<file path="config.mk">
export PLATFORM = sky130hd
export DESIGN_NAME = blkdev_regs
export DESIGN_NICKNAME = d
export VERILOG_FILES = /design/src/rtl/blkdev_pkg.sv /design/src/rtl/blkdev_decode.sv /design/src/rtl/blkdev_cfg.sv /design/src/rtl/blkdev_ctrl.sv /design/src/rtl/blkdev_regs.sv
export SDC_FILE = /design/constraint.sdc
export NUM_CORES = 1
export LEC_CHECK = 0
export CAP_MARGIN = 40
export CORE_AREA = 2 2 115 117
export CTS_BUF_LIST = sky130_fd_sc_hd__clkbuf_8
export CTS_CLUSTER_DIAMETER = 200
export DETAILED_ROUTE_END_ITERATION = 10
export DIE_AREA = 0 0 117 119
export DONT_BUFFER_PORTS = 1
export PLACE_DENSITY = 0.84
export RECOVER_POWER = 100
export SETUP_SLACK_MARGIN = 0.15
export SLEW_MARGIN = 5
export SYNTH_ARGS = -nofsm -noshare
export SYNTH_HDL_FRONTEND = slang
export SYNTH_SLANG_ARGS = --single-unit
export TNS_END_PERCENT = 5
</file>
<file path="constraint.sdc">
create_clock -name clk -period 7.2 [get_ports clk]
set_input_delay 1.44 -clock clk [delete_from_list [all_inputs] [get_ports clk]]
set_output_delay 1.44 -clock clk [all_outputs]
set_load 0.05 [all_outputs]
</file>
<file path="src/rtl/blkdev_pkg.sv">
package blkdev_pkg;

  localparam int NUM_REGS = 9;
  localparam int SEL_W    = 4;

  typedef enum logic [2:0] {
    ST_IDLE   = 3'd0,
    ST_BUSY   = 3'd1,
    ST_RD_OK  = 3'd2,
    ST_WR_OK  = 3'd3,
    ST_RD_ERR = 3'd4,
    ST_WR_ERR = 3'd5
  } stat_e;

  typedef enum logic [1:0] {
    RSP_RD_OK  = 2'd0,
    RSP_RD_ERR = 2'd1,
    RSP_WR_OK  = 2'd2,
    RSP_WR_ERR = 2'd3
  } rsp_e;

  // Word index order is behaviour: it is the software offset map.
  typedef enum logic [SEL_W-1:0] {
    SEL_BUF_LO   = 4'd0,
    SEL_COUNT    = 4'd1,
    SEL_LBA      = 4'd2,
    SEL_OP       = 4'd3,
    SEL_STATUS   = 4'd4,
    SEL_IRQ_EN   = 4'd5,
    SEL_DEV_SIZE = 4'd6,
    SEL_BLK_SIZE = 4'd7,
    SEL_BUF_HI   = 4'd8,
    SEL_NONE     = 4'd15
  } sel_e;

  typedef struct packed {
    sel_e sel;
    logic rd_ok;
    logic wr_ok;
  } dec_t;

  localparam int OP_TO_MEM   = 1;
  localparam int OP_FROM_MEM = 2;

endpackage

</file>
<file path="src/rtl/blkdev_decode.sv">
module blkdev_decode
  import blkdev_pkg::*;
#(
  parameter int ADDR_W = 6
) (
  input  logic [ADDR_W-1:0] addr,
  output dec_t              dec
);
  localparam int IDX_W = ADDR_W - 2;

  logic [IDX_W-1:0] idx;
  logic             in_win;

  assign idx    = addr[ADDR_W-1:2];
  assign in_win = (addr[1:0] == 2'b00) && (int'(idx) < NUM_REGS);

  always_comb begin
    dec.sel   = SEL_NONE;
    dec.rd_ok = 1'b0;
    dec.wr_ok = 1'b0;
    if (in_win) begin
      dec.sel   = sel_e'(idx[SEL_W-1:0]);
      dec.rd_ok = (dec.sel != SEL_OP);
      dec.wr_ok = (dec.sel == SEL_BUF_LO) || (dec.sel == SEL_COUNT) ||
                  (dec.sel == SEL_LBA)    || (dec.sel == SEL_IRQ_EN) ||
                  (dec.sel == SEL_OP);
    end
  end
endmodule

</file>
<file path="src/rtl/blkdev_cfg.sv">
module blkdev_cfg
  import blkdev_pkg::*;
#(
  parameter int DATA_W = 32
) (
  input  logic              clk,
  input  logic              rst_n,
  input  logic              wr_en,
  input  sel_e              sel,
  input  logic [DATA_W-1:0] wdata,
  input  logic              hold,
  output logic [DATA_W-1:0] buf_lo,
  output logic [DATA_W-1:0] count,
  output logic [DATA_W-1:0] lba,
  output logic [DATA_W-1:0] irq_en
);
  localparam int NSLOT = 4;
  localparam sel_e SLOT_SEL [NSLOT] = '{SEL_BUF_LO, SEL_COUNT, SEL_LBA, SEL_IRQ_EN};

  logic [DATA_W-1:0] slot_q [NSLOT];

  for (genvar g = 0; g < NSLOT; g++) begin : g_slot
    always_ff @(posedge clk) begin
      if (!rst_n)
        slot_q[g] <= '0;
      else if (wr_en && !hold && (sel == SLOT_SEL[g]))
        slot_q[g] <= wdata;
    end
  end

  assign buf_lo = slot_q[0];
  assign count  = slot_q[1];
  assign lba    = slot_q[2];
  assign irq_en = slot_q[3];
endmodule

</file>
<file path="src/rtl/blkdev_ctrl.sv">
module blkdev_ctrl
  import blkdev_pkg::*;
#(
  parameter int DATA_W = 32
) (
  input  logic              clk,
  input  logic              rst_n,
  input  logic              op_wr,
  input  logic [DATA_W-1:0] op_code,
  input  logic              stat_rd,
  input  logic              eng_done,
  input  logic              eng_err,
  output stat_e             stat,
  output logic              go,
  output logic              to_mem
);
  logic op_valid;
  assign op_valid = (op_code == DATA_W'(OP_TO_MEM)) || (op_code == DATA_W'(OP_FROM_MEM));

  always_ff @(posedge clk) begin
    if (!rst_n) begin
      stat   <= ST_IDLE;
      go     <= 1'b0;
      to_mem <= 1'b0;
    end else begin
      go <= 1'b0;
      unique case (stat)
        ST_IDLE: begin
          if (op_wr && op_valid) begin
            stat   <= ST_BUSY;
            go     <= 1'b1;
            to_mem <= (op_code == DATA_W'(OP_TO_MEM));
          end
        end
        ST_BUSY: begin
          if (eng_done) begin
            if (to_mem) stat <= eng_err ? ST_RD_ERR : ST_RD_OK;
            else        stat <= eng_err ? ST_WR_ERR : ST_WR_OK;
          end
        end
        default: begin
          if (stat_rd) stat <= ST_IDLE;
        end
      endcase
    end
  end
endmodule

</file>
<file path="src/rtl/blkdev_regs.sv">
module blkdev_regs
  import blkdev_pkg::*;
#(
  parameter int DATA_W      = 32,
  parameter int ADDR_W      = 6,
  parameter int BLOCK_BYTES = 512
) (
  input  logic                clk,
  input  logic                rst_n,
  input  logic                req_valid,
  output logic                req_ready,
  input  logic                req_write,
  input  logic [ADDR_W-1:0]   req_addr,
  input  logic [DATA_W-1:0]   req_wdata,
  output logic                rsp_valid,
  input  logic                rsp_ready,
  output logic [DATA_W-1:0]   rsp_rdata,
  output logic [1:0]          rsp_code,
  input  logic [DATA_W-1:0]   dev_blocks,
  input  logic [DATA_W-1:0]   ext_base_hi,
  output logic                xfer_go,
  output logic                xfer_to_mem,
  output logic [2*DATA_W-1:0] xfer_buf,
  output logic [DATA_W-1:0]   xfer_count,
  output logic [DATA_W-1:0]   xfer_lba,
  input  logic                eng_done,
  input  logic                eng_err,
  output logic                irq
);
  dec_t              dec;
  logic              acc;
  logic              wr_acc;
  logic              rd_acc;
  logic [DATA_W-1:0] buf_lo_q;
  logic [DATA_W-1:0] irq_en_q;
  logic [DATA_W-1:0] rd_mux;
  stat_e             stat_q;
  logic              busy;
  logic              done_state;

  assign req_ready = !rsp_valid;
  assign acc       = req_valid && req_ready;
  assign wr_acc    = acc && req_write && dec.wr_ok;
  assign rd_acc    = acc && !req_write && dec.rd_ok;
  assign busy      = (stat_q == ST_BUSY);
  assign done_state = (stat_q != ST_IDLE) && (stat_q != ST_BUSY);

  blkdev_decode #(.ADDR_W(ADDR_W)) u_dec (
    .addr (req_addr),
    .dec  (dec)
  );

  blkdev_cfg #(.DATA_W(DATA_W)) u_cfg (
    .clk    (clk),
    .rst_n  (rst_n),
    .wr_en  (wr_acc),
    .sel    (dec.sel),
    .wdata  (req_wdata),
    .hold   (busy),
    .buf_lo (buf_lo_q),
    .count  (xfer_count),
    .lba    (xfer_lba),
    .irq_en (irq_en_q)
  );

  blkdev_ctrl #(.DATA_W(DATA_W)) u_ctrl (
    .clk      (clk),
    .rst_n    (rst_n),
    .op_wr    (wr_acc && (dec.sel == SEL_OP)),
    .op_code  (req_wdata),
    .stat_rd  (rd_acc && (dec.sel == SEL_STATUS)),
    .eng_done (eng_done),
    .eng_err  (eng_err),
    .stat     (stat_q),
    .go       (xfer_go),
    .to_mem   (xfer_to_mem)
  );

  always_comb begin
    unique case (dec.sel)
      SEL_BUF_LO:   rd_mux = buf_lo_q;
      SEL_COUNT:    rd_mux = xfer_count;
      SEL_LBA:      rd_mux = xfer_lba;
      SEL_STATUS:   rd_mux = DATA_W'(stat_q);
      SEL_IRQ_EN:   rd_mux = irq_en_q;
      SEL_DEV_SIZE: rd_mux = dev_blocks;
      SEL_BLK_SIZE: rd_mux = DATA_W'(BLOCK_BYTES);
      SEL_BUF_HI:   rd_mux = ext_base_hi;
      default:      rd_mux = '0;
    endcase
  end

  always_ff @(posedge clk) begin
    if (!rst_n) begin
      rsp_valid <= 1'b0;
      rsp_rdata <= '0;
      rsp_code  <= RSP_RD_OK;
    end else if (acc) begin
      rsp_valid <= 1'b1;
      if (req_write) begin
        rsp_rdata <= '0;
        rsp_code  <= dec.wr_ok ? RSP_WR_OK : RSP_WR_ERR;
      end else begin
        rsp_rdata <= dec.rd_ok ? rd_mux : '0;
        rsp_code  <= dec.rd_ok ? RSP_RD_OK : RSP_RD_ERR;
      end
    end else if (rsp_ready) begin
      rsp_valid <= 1'b0;
    end
  end

  assign xfer_buf = {ext_base_hi, buf_lo_q};
  assign irq      = done_state && (irq_en_q != '0);
endmodule

</file>
-- Yosys cells after proc, flatten, opt, wreduce, memory -nomap -nowiden
Memory sizes are Yosys's and may differ from the RTL's.
Index checks and enable logic that the tools add are counted.
- memories: 1
- RAM bits: 128
- logic and storage cells: 100
- input port bits: 109
- register bits: 40
- output and inout bits: 167
- bitwise gates (word level): 4
- mux-type cells: 34
- reductions and logical operators: 35
- magnitude comparators: 1
- equal/unequal tests: 19
- memory list (memory ; words ; bits a word ; rd ports ; clocked after memory_dff ; wr ports ; RTL line ; RTL):
    u_cfg.slot_q ; 4 ; 32 ; 4 ; 0 ; 4 ; blkdev_cfg.sv:20 ; logic [DATA_W-1:0] slot_q [NSLOT];
- operators by type and width (kind ; number):
    32-bit case mux with 8 select lines ; 1
    32-bit 2-to-1 mux ; 6
    32-bit by 1-bit == test with 1-bit output (second input constant) ; 1
    32-bit by 2-bit == test with 1-bit output (second input constant) ; 1
    32-bit nonzero test ; 1
    4-bit by 3-bit == test with 1-bit output (second input constant) ; 5
    1-bit 2-to-1 mux ; 18
    3-bit 2-to-1 mux ; 6
    4-bit by 2-bit == test with 1-bit output (second input constant) ; 4
    1-bit logical AND ; 16
    4-bit by 1-bit == test with 1-bit output (second input constant) ; 2
    4-bit zero test ; 2
    6-bit 2-to-1 mux ; 1
    3-bit case mux with 2 select lines ; 1
    3-bit nonzero test ; 2
    1-bit logical OR ; 5
    4-bit == test (second input constant) ; 1
    4-bit < comparator (second input constant) ; 1
    4-bit by 2-bit != test with 1-bit output (second input constant) ; 1
    1-bit OR ; 4
    2-bit AND reduction ; 2
    3-bit by 1-bit == test with 1-bit output (second input constant) ; 1
    1-bit zero test ; 3
    3-bit zero test ; 1
    7 further kinds ; 7

-- Depth between registers and ports, before layout
Gate-level depths: netlist of run 1.
- word-level depth: 13
- gate-level depth with buffers: 7
- gate-level depth less buffers: 4

-- Hierarchy
A second synthesis of run 1 with hierarchy kept.
- cells, all modules: 698
- area total of the unflattened synthesis: 8016.4 µm²
- by module, submodules not included (module ; cells each ; instances ; area each (µm²)):
    blkdev_cfg ; 331 ; 1 ; 4868.4
    blkdev_regs ; 313 ; 1 ; 2727.6
    blkdev_ctrl ; 40 ; 1 ; 336.6
    blkdev_decode ; 14 ; 1 ; 83.8

-- Worst setup path before layout of run 1
Ideal clock, no wire load.
- path type: input -> register
- from: input port req_addr[1]
- to: memory u_cfg.slot_q[0][0], enable pin
- stages: 4
- buffers on the path: 1
- arrival time: 5.783 ns
- data required time: 6.689 ns
- setup slack: 0.907 ns
- setup time: 0.511 ns
- cells stage by stage: or3_1 -> clkbuf_1 -> a2111o_4 -> o41ai_1
- RTL lines (item ; RTL line ; RTL):
    start, declared ; blkdev_regs.sv:13 ; input logic [ADDR_W-1:0] req_addr,
    end, declared ; blkdev_cfg.sv:20 ;

==> out/metrics.cfg, run 1 <==
[synthesis]
syn-cell-area_um2=8190
synth-simple-area-share=0.180
synth_edf_count=128
synth_xor_area_frac=0.00107
yosysUniqueCellTypes=47
syn_avg_cell_area_um2=11.9
synth_seq_cells=168
yosysWarnings=0
ys_async_sr_fraction=0
synthAdderAreaFrac=0
synth_compound_area_frac=0.132
syn_inst=691
synth_fp_nets=800
synth_top_family_by_area=simple AND/OR/NAND/NOR gates
synth_mux_area_frac=0.0614
ys_seq_area_frac=0.567
ys.flop_type=edfxtp_1

[finish]
layout.nets=758
num_antenna_cells=0
syn2layout_area_growth_pct=3.63
drive_gt1_frac=0.0876
final_util=0.660

[placement]
place_ws_ps=3470
gp_congestion=0.906
io_buffer_count=0
place.detailed.hpwl_um=19000

[clock_network]
numCtsBuffers=17
cts_max_level=4
clock-sinks=168
hold_buffers=0
insertion_delay_ps=470
cts_tree=yes
cts-resized-gates=0
clk_pin_slew_worst_paths_ps=80
clockBufferDepth=2
post_cts_buffers=0
root_buffer=clkbuf_8

[routing]
routed.top_layer=met4
dr.pass1.iters=9
vias=6067
drt-vias-per-instance=7.24
routed_wl_um=25400
drc_errors=0
first_iter_violations=1080
met2_length_um=11600
wl_met3_um=4280
wirelength_met1_um=8590
wl_per_cell_um=30.3
ant_nets=0

[floorplanning]
die-height_um=119
start_util=0.636
die_x_um=117
pin_count=276
die_area_um2=13900
core-area_um2=12900
rows=42

[critical_path]
end_kind=flop
crit_buf_inv=1
crit_type=in -> reg
start_kind=primary input
crit_family=compound AO/OA/AOI/OAI gates
crit_chain=nand2b_1, a2111o_1, o21ai_0, clkbuf_1
cp.depth=4
cp.required_ps=7270
setup.worst_path.start=req_addr[3]
cp_slowest_cell=o21ai_0
cp-endpoint=u_cfg.slot_q[2][11]
r2r_end=u_cfg.slot_q[2][11]
reg2reg_from=rsp_valid
rrSetupSlack_ps=3000
r2r_cells=4
critPathMaxFanout=42
critPathMaxStageDelay_ps=1360
critical_path_arrival_ps=5020

[global_routing]
antenna_found_initial=0
grt_overflow=0
grt_pass1_vias=5733
grt_usage=0.361
grt_pass1_wl_um=36100
grt_start_max_net_pins=64

[power_and_ir_drop]
p_per_area_nw_per_um2=233
peakVddDrop_v=0.000167
power.leakage_nw=2.69
p_total_w=0.00198

[sta]
period_share=0.688
layout_setup_ws_ps=2240
hold_viol=0
slew_violations=74
finalSetupViolCount=0
finalCriticalPeriod_ps=4960
tightestPinTransition_ps=2440
fin_skew_ps=14.8
max_freq_ghz=0.202
max_slew_margin=-0.642
setup-tns-final_ps=0
rsz0062_at_grt=false

[flow_run]
maxCapViolCount=4

[run_status]
status=finished, violations left
violations=capacitance limit, slew limit

[hold_path]
hold_class=reg -> reg

==> registers in the layout (all words and copies together), names as in the netlist <==
signal and count:
u_ctrl.to_mem 1, u_ctrl.stat 3, rsp_code 2, rsp_valid 1, u_cfg.slot_q 128, rsp_rdata 32, u_ctrl.go 1
==> cell usage in the layout (no fill, tap or decap), drive strengths merged, types with 12 or more instances in the layout <==
master	instances
edfxtp	128
and2	128
a22oi	60
dfxtp	40
nand2	35
mux2i	30
clkbuf	28
nor3	21
nor4	19
mux2	18
a222oi	17
o2bb2ai	15
nor2	13
a221oi	12
==> synthesized netlist by cell type (6+ instances only) <==
cell type,number,share of area
a21oi_1,7,0.0043
a221oi_1,12,0.013
a222oi_1,17,0.021
a22oi_1,60,0.055
a32oi_1,6,0.0064
and2_1,128,0.098
buf_2,6,0.0037
buf_4,32,0.029
clkbuf_1,31,0.014
dfxtp_1,40,0.098
edfxtp_1,128,0.47
inv_1,8,0.0037
mux2_2,18,0.025
mux2i_1,30,0.037
nand2_1,35,0.016
nor2_1,13,0.0060
nor3_1,18,0.011
nor4_1,19,0.015
o2bb2ai_1,15,0.016
==> worst reg2reg max path, cell delays in order, from the launching register on <==
cell and delay (ps):
dfxtp_1 520, nand3b_1 310, a2111o_1 530, o21ai_0 1360, clkbuf_1 1070
==> cell families (layout without fill, tap and decap cells) <==
kind of cell / after synthesis / after routing
buffers and inverters: 88 / 59
flip-flops: 168 / 168
multiplexers: 48 / 48
AO/OA/AOI/OAI: 135 / 135
XOR/XNOR: 1 / 1
AND/OR/NAND/NOR: 251 / 251
==> how the worst min path moves through the flow <==
stage / depth (start not counted) / start / to
detailed placement: 2 / u_ctrl.stat[2] / u_ctrl.stat[2]
global route: 2 / u_ctrl.stat[2] / u_ctrl.stat[2]
finish: 2 / u_ctrl.stat[2] / u_ctrl.stat[2]
global placement: 2 / u_ctrl.stat[2] / u_ctrl.stat[2]
floorplan: 2 / u_ctrl.stat[2] / u_ctrl.stat[2]
CTS: 2 / u_ctrl.stat[2] / u_ctrl.stat[2]
==> power breakdown <==
group | switching [W] | internal, W | total, W
Sequential | 0.000107 | 0.00107 | 0.00118
Clock | 0.000337 | 0.000373 | 0.000709
Combinational | 0.0000612 | 0.0000310 | 0.0000923
Total | 0.000505 | 0.00147 | 0.00198
==> per-layer routing <==
layer / GRT usage / up-vias
li1: - / 2518
met1: 0.444 / 2926
met2: 0.556 / 548
met3: 0.178 / 75
met4: 0.119 / 0
met5: 0 / -
==> layout make-up <==
cell class	count	area [um^2]
sequential	168	4640
fill	946	4380
tap	176	220
timing repair buffer	19	125
clock inverter	15	185
clock buffer	17	234
inverter	8	30.0
multi-input combinational	435	3050
==> per-stage QoR <==
step	hold WS, ps	instance area (um^2)	std cells
detailed placement	494	8220	806
global placement	488	8120	799
finish	509	8490	838
global route	562	8490	838
floorplan	458	8190	691
CTS	505	8640	838
No activity file was read; power rests on OpenSTA's default activity.
==> run 2: changes to the inputs <==
- clock period: 7.2 -> 5.2 ns (I/O delays scaled with it)
==> run 2 against run 1 <==
  * The flow still finishes with violations (capacitance limit, slew limit)
  * Sequential share of layout area down 0.28 points
  * Sequential cell count unchanged
  * Via count fell by 0.63%
  * Setup slack got worse by 1000 ps
  * Die area is the same
  * Highest routed layer unchanged
  * Total power up 37%
  * Register-to-register slack got worse by 1600 ps
  * Global-route usage is 0.44 points lower
  * Critical path depth did not move
  * Clock power up 35%
==> out/metrics.cfg, run 2 (same netlist as run 1, synthesis figures left out) <==
[run_status]
status=finished, violations left
violations=capacitance limit, slew limit

[critical_path]
cp_slowest_cell=o21ai_0
cp.required_ps=5370
critPathMaxStageDelay_ps=1580
crit_family=compound AO/OA/AOI/OAI gates
end_kind=flop
crit_type=in -> reg
start_kind=primary input
crit_buf_inv=1
critPathMaxFanout=42
critical_path_arrival_ps=4170
crit_chain=nand2b_1, a2111o_1, o21ai_0, buf_16

[sta]
fin_skew_ps=6.20
finalSetupViolCount=0
finalCriticalPeriod_ps=4000
rsz0062_at_grt=false
max_slew_margin=-0.412
slew_violations=58
tightestPinTransition_ps=2120
hold_viol=0
setup-tns-final_ps=0
max_freq_ghz=0.250
period_share=0.770

[routing]
drt-vias-per-instance=7.19
dr.pass1.iters=6
wl_per_cell_um=29.7
ant_nets=0
vias=6029
routed_wl_um=24900
first_iter_violations=763
drc_errors=0

[global_routing]
grt_start_max_net_pins=43
antenna_found_initial=2
grt_overflow=0
grt_pass1_vias=5611
grt_pass1_wl_um=35600
grt_usage=0.357

[finish]
final_area_um2=8540
fillers=919
top_register=u_cfg.slot_q
reg_top3=u_cfg.slot_q (128), rsp_rdata (32), u_ctrl.stat (3)
drive_gt1_frac=0.0985
syn2layout_area_growth_pct=4.17
largest_register_ffs=128
final_util=0.663
layoutNonFillerInstCount=838
layout.nets=757
most-common-layout-cells=edfxtp_1 (128), and2_0 (81), a22oi_1 (60)
final_common_cell=edfxtp_1

[power_and_ir_drop]
peakVddDrop_v=0.000235
intPower_w=0.00203
power_frac_comb=0.046
switchingPower_w=0.000681
p_per_area_nw_per_um2=318
power.share.clock=0.354
power.leakage_nw=2.72
p_sw_frac=0.251
p_seq_frac=0.600

[floorplanning]
start_util=0.636
core-area_um2=12900
die-height_um=119
pin_count=276
die_x_um=117
die_area_um2=13900
rows=42

[clock_network]
hold_buffers=0
post_cts_buffers=0
clk_pin_slew_worst_paths_ps=80
insertion_delay_ps=460
cts-resized-gates=0
root_buffer=clkbuf_8
cts_max_level=4
clock-sinks=168
numCtsBuffers=17
clockBufferDepth=2
cts_tree=yes

[hold_path]
hold_class=reg -> reg

[placement]
gp_congestion=0.915
dp.cells=805
io_buffer_count=0
place.detailed.hpwl_um=18700
placedInstanceArea_um2=8260

[flow_run]
maxCapViolCount=4

[run 2: changes by cell type in the layout (fill, tap and decap cells not counted), sizes merged]
cell | before | now
inv | 11 | 13
clkinvlp | 1 | 3
clkinv | 7 | 2
diode | 0 | 2
clkbuf | 28 | 23
buf | 8 | 12
[run 2: cell type report]
class	instances	area [um^2]	share of cell area
Antenna cell	2	5.00	0.000586
Clock buffer	17	234	0.0274
Clock inverter	14	169	0.0198
Inverter	8	30.0	0.00352
Multi-Input combinational cell	435	3070	0.360
Sequential cell	168	4640	0.544
Tap cell	176	220	0.0258
Timing Repair Buffer	18	164	0.0192
[run 2: path summary, 6_finish.rpt]
kind | from | to | slack, ps | cells after the start
setup / recovery | req_addr[3] | u_cfg.slot_q[2][11] | 1200 | 4
hold / removal | u_ctrl.stat[1] | u_ctrl.stat[1] | 580 | 2
setup reg to reg | rsp_valid | rsp_rdata[11] | 1450 | 5
hold reg to reg | u_ctrl.stat[1] | u_ctrl.stat[1] | 580 | 2
[run 2: routing by layer]
layer	share of wire	track usage	up-vias	wire (um)
met4	0.036	0.135	0	888
met3	0.15	0.151	69	3840
met1	0.35	0.456	2920	8760
met2	0.46	0.541	511	11400
li1	-	-	2529	-
met5	0	0	-	0
[run 2: through the flow]
step | worst slack, ps | hold WS [ps] | power [W]
3_3_place_gp | 1590 | 474 | 0.00177
6_report | 1200 | 580 | 0.00271
3_5_place_dp | 1450 | 533 | 0.00179
2_1_floorplan | 443 | 458 | 0.00181
5_1_grt | 1090 | 589 | 0.00278
4_1_cts | 1930 | 544 | 0.00272
[run 2: power groups by stage]
stage               Sequential (W)  Clock (W)  Combinational, W
CTS                        0.00163   0.000965          0.000129
floorplan                  0.00164          0          0.000165
finish                     0.00163   0.000959          0.000125
detailed placement         0.00166          0          0.000128
global placement           0.00166          0          0.000117
global route               0.00163    0.00101          0.000133
[run 2: tightest hold or removal path, cell delays in order (launching register included)]
cell	delay [ps]
dfxtp_1	390
a32oi_1	80
nor2_1	80
==> run 3: changes to the inputs <==
- CORE_AREA: 2 2 115 117 -> 2 2 120 122
- DIE_AREA: 0 0 117 119 -> 0 0 122 124
- PLACE_DENSITY: 0.84 -> 0.81
- clock period: 5.2 -> 3.62 ns (I/O delays scaled with it)
==> run 3 against run 2 <==
  * The flow now finishes without violations
  * Die area rose by 8.7%
  * Sequential power rose by 44%
  * Sequential cell count did not move
  * Count of clock-buffer cells in the layout did not move
  * Design area barely moved
  * Non-clock buffer count rose by 4
  * Total power rose by 41%
  * Routed wire length rose by 0.43%
==> out/metrics.cfg, run 3 (same netlist as run 1, synthesis figures left out) <==
[routing]
first_iter_violations=869
drt-vias-per-instance=7.03
routed_wl_um=25000
dr.pass1.iters=8
wl_per_cell_um=29.6
drc_errors=0
ant_nets=0
vias=5940

[sta]
tightestPinTransition_ps=1330
rsz0062_at_grt=false
finalSetupViolCount=0
whs_ps=422
slew_violations=0
fin_skew_ps=9.14
setup-tns-final_ps=0
max_slew_margin=0.113
finalCriticalPeriod_ps=3000
max_freq_ghz=0.333
period_share=0.830
hold_viol=0

[clock_network]
hold_buffers=0
cts-resized-gates=0
clock-sinks=168
post_cts_buffers=0
cts_max_level=4
numCtsBuffers=17
insertion_delay_ps=470
cts_tree=yes
clk_pin_slew_worst_paths_ps=80
clockBufferDepth=2
root_buffer=clkbuf_8

[finish]
most-common-layout-cells=edfxtp_1 (128), and2_0 (73), a22oi_1 (60)
final_common_cell=edfxtp_1
drive_gt1_frac=0.105
layout.nets=761
largest_register_ffs=128
fillers=1074
num_antenna_cells=0
reg_top3=u_cfg.slot_q (128), rsp_rdata (32), u_ctrl.stat (3)
syn2layout_area_growth_pct=4.08
top_register=u_cfg.slot_q

[critical_path]
setup.worst_path.start=rsp_valid
cp.required_ps=3940
critPathMaxFanout=32
critical_path_arrival_ps=3330
r2r_cells=5
cp-endpoint=u_cfg.slot_q[1][2]
r2r_end=u_cfg.slot_q[1][2]
rrSetupSlack_ps=620
start_kind=flop
reg2reg_from=rsp_valid
end_kind=flop
crit_type=reg -> reg

[floorplanning]
die-height_um=124
rows=43
core-area_um2=13700
start_util=0.597
die_x_um=122
die_area_um2=15100
pin_count=276

[power_and_ir_drop]
power.leakage_nw=2.74
p_total_w=0.00383
peakVddDrop_v=0.000233
p_per_area_nw_per_um2=450

[hold_path]
hold_class=in -> reg

[global_routing]
grt_usage=0.330
grt_overflow=0
grt_pass1_wl_um=36100
grt_start_max_net_pins=43
antenna_found_initial=1
grt_pass1_vias=5708

[placement]
place.detailed.hpwl_um=18500
gp_congestion=0.883
io_buffer_count=0

[flow_run]
maxCapViolCount=0

[run_status]
status=finished clean

==> run 3: changes by cell type in the layout (fill, tap and decap cells not counted), sizes merged <==
cell | previous run | this run
bufinv | 4 | 3
clkbuf | 23 | 27
clkinv | 2 | 3
diode | 2 | 0
inv | 13 | 14
==> run 3: critical path: stages (launching register included) <==
cell      delay, ps
dfxtp_1         520
nand3b_1        290
a2111o_1        610
nor3_1          250
clkbuf_1        930
and2_0          260
==> run 3: per-layer routing <==
| layer | vias up | part of all wire | wire (um) | track usage |
|---|---|---|---|---|
| met1 | 2912 | 0.35 | 8780 | 0.403 |
| met3 | 57 | 0.16 | 4030 | 0.174 |
| met2 | 453 | 0.46 | 11500 | 0.509 |
| met4 | 2 | 0.026 | 646 | 0.0984 |
| li1 | 2516 | - | - | - |
| met5 | - | 0.00032 | 8 | 0 |
==> run 3: how the worst min path moves through the flow <==
stage | slack, ps | start | to | depth (start not counted)
after floorplan | 460 | u_ctrl.stat[2] | u_ctrl.stat[2] | 2
after detailed placement | 510 | u_ctrl.stat[2] | u_ctrl.stat[2] | 2
after CTS | 410 | rst_n | u_ctrl.to_mem | 2
final | 420 | rst_n | u_ctrl.to_mem | 2
after global placement | 470 | u_ctrl.stat[2] | u_ctrl.stat[2] | 2
after global routing | 420 | rst_n | u_ctrl.to_mem | 2
==> run 3: where the power goes <==
part / internal (W) / switching, W / leakage, nW
Sequential: 0.00213 / 0.000213 / 1.62
Clock: 0.000660 / 0.000654 / 0.209
Combinational: 0.0000635 / 0.000117 / 0.918
Total: 0.00285 / 0.000984 / 2.74
==> run 3: metrics by stage <==
stage / worst slack (ps) / area [um^2] / instances / util
floorplan: 28.8 / 8210 / 691 / -
global placement: 894 / 8220 / 812 / 0.599
detailed placement: 861 / 8230 / 813 / 0.600
CTS: 895 / 8610 / 845 / 0.627
global route: 459 / 8530 / 845 / 0.622
finish: 616 / 8530 / 845 / 0.622
==> run 3: layout make-up <==
type | instances | area, um^2 | area share
clock buffers | 17 | 234 | 0.0274
clock inverters | 15 | 148 | 0.0173
inverters | 8 | 30.0 | 0.00352
multi-input cells | 435 | 3100 | 0.364
flip-flops and latches | 168 | 4640 | 0.545
well taps | 180 | 225 | 0.0264
repair buffers | 22 | 144 | 0.0169
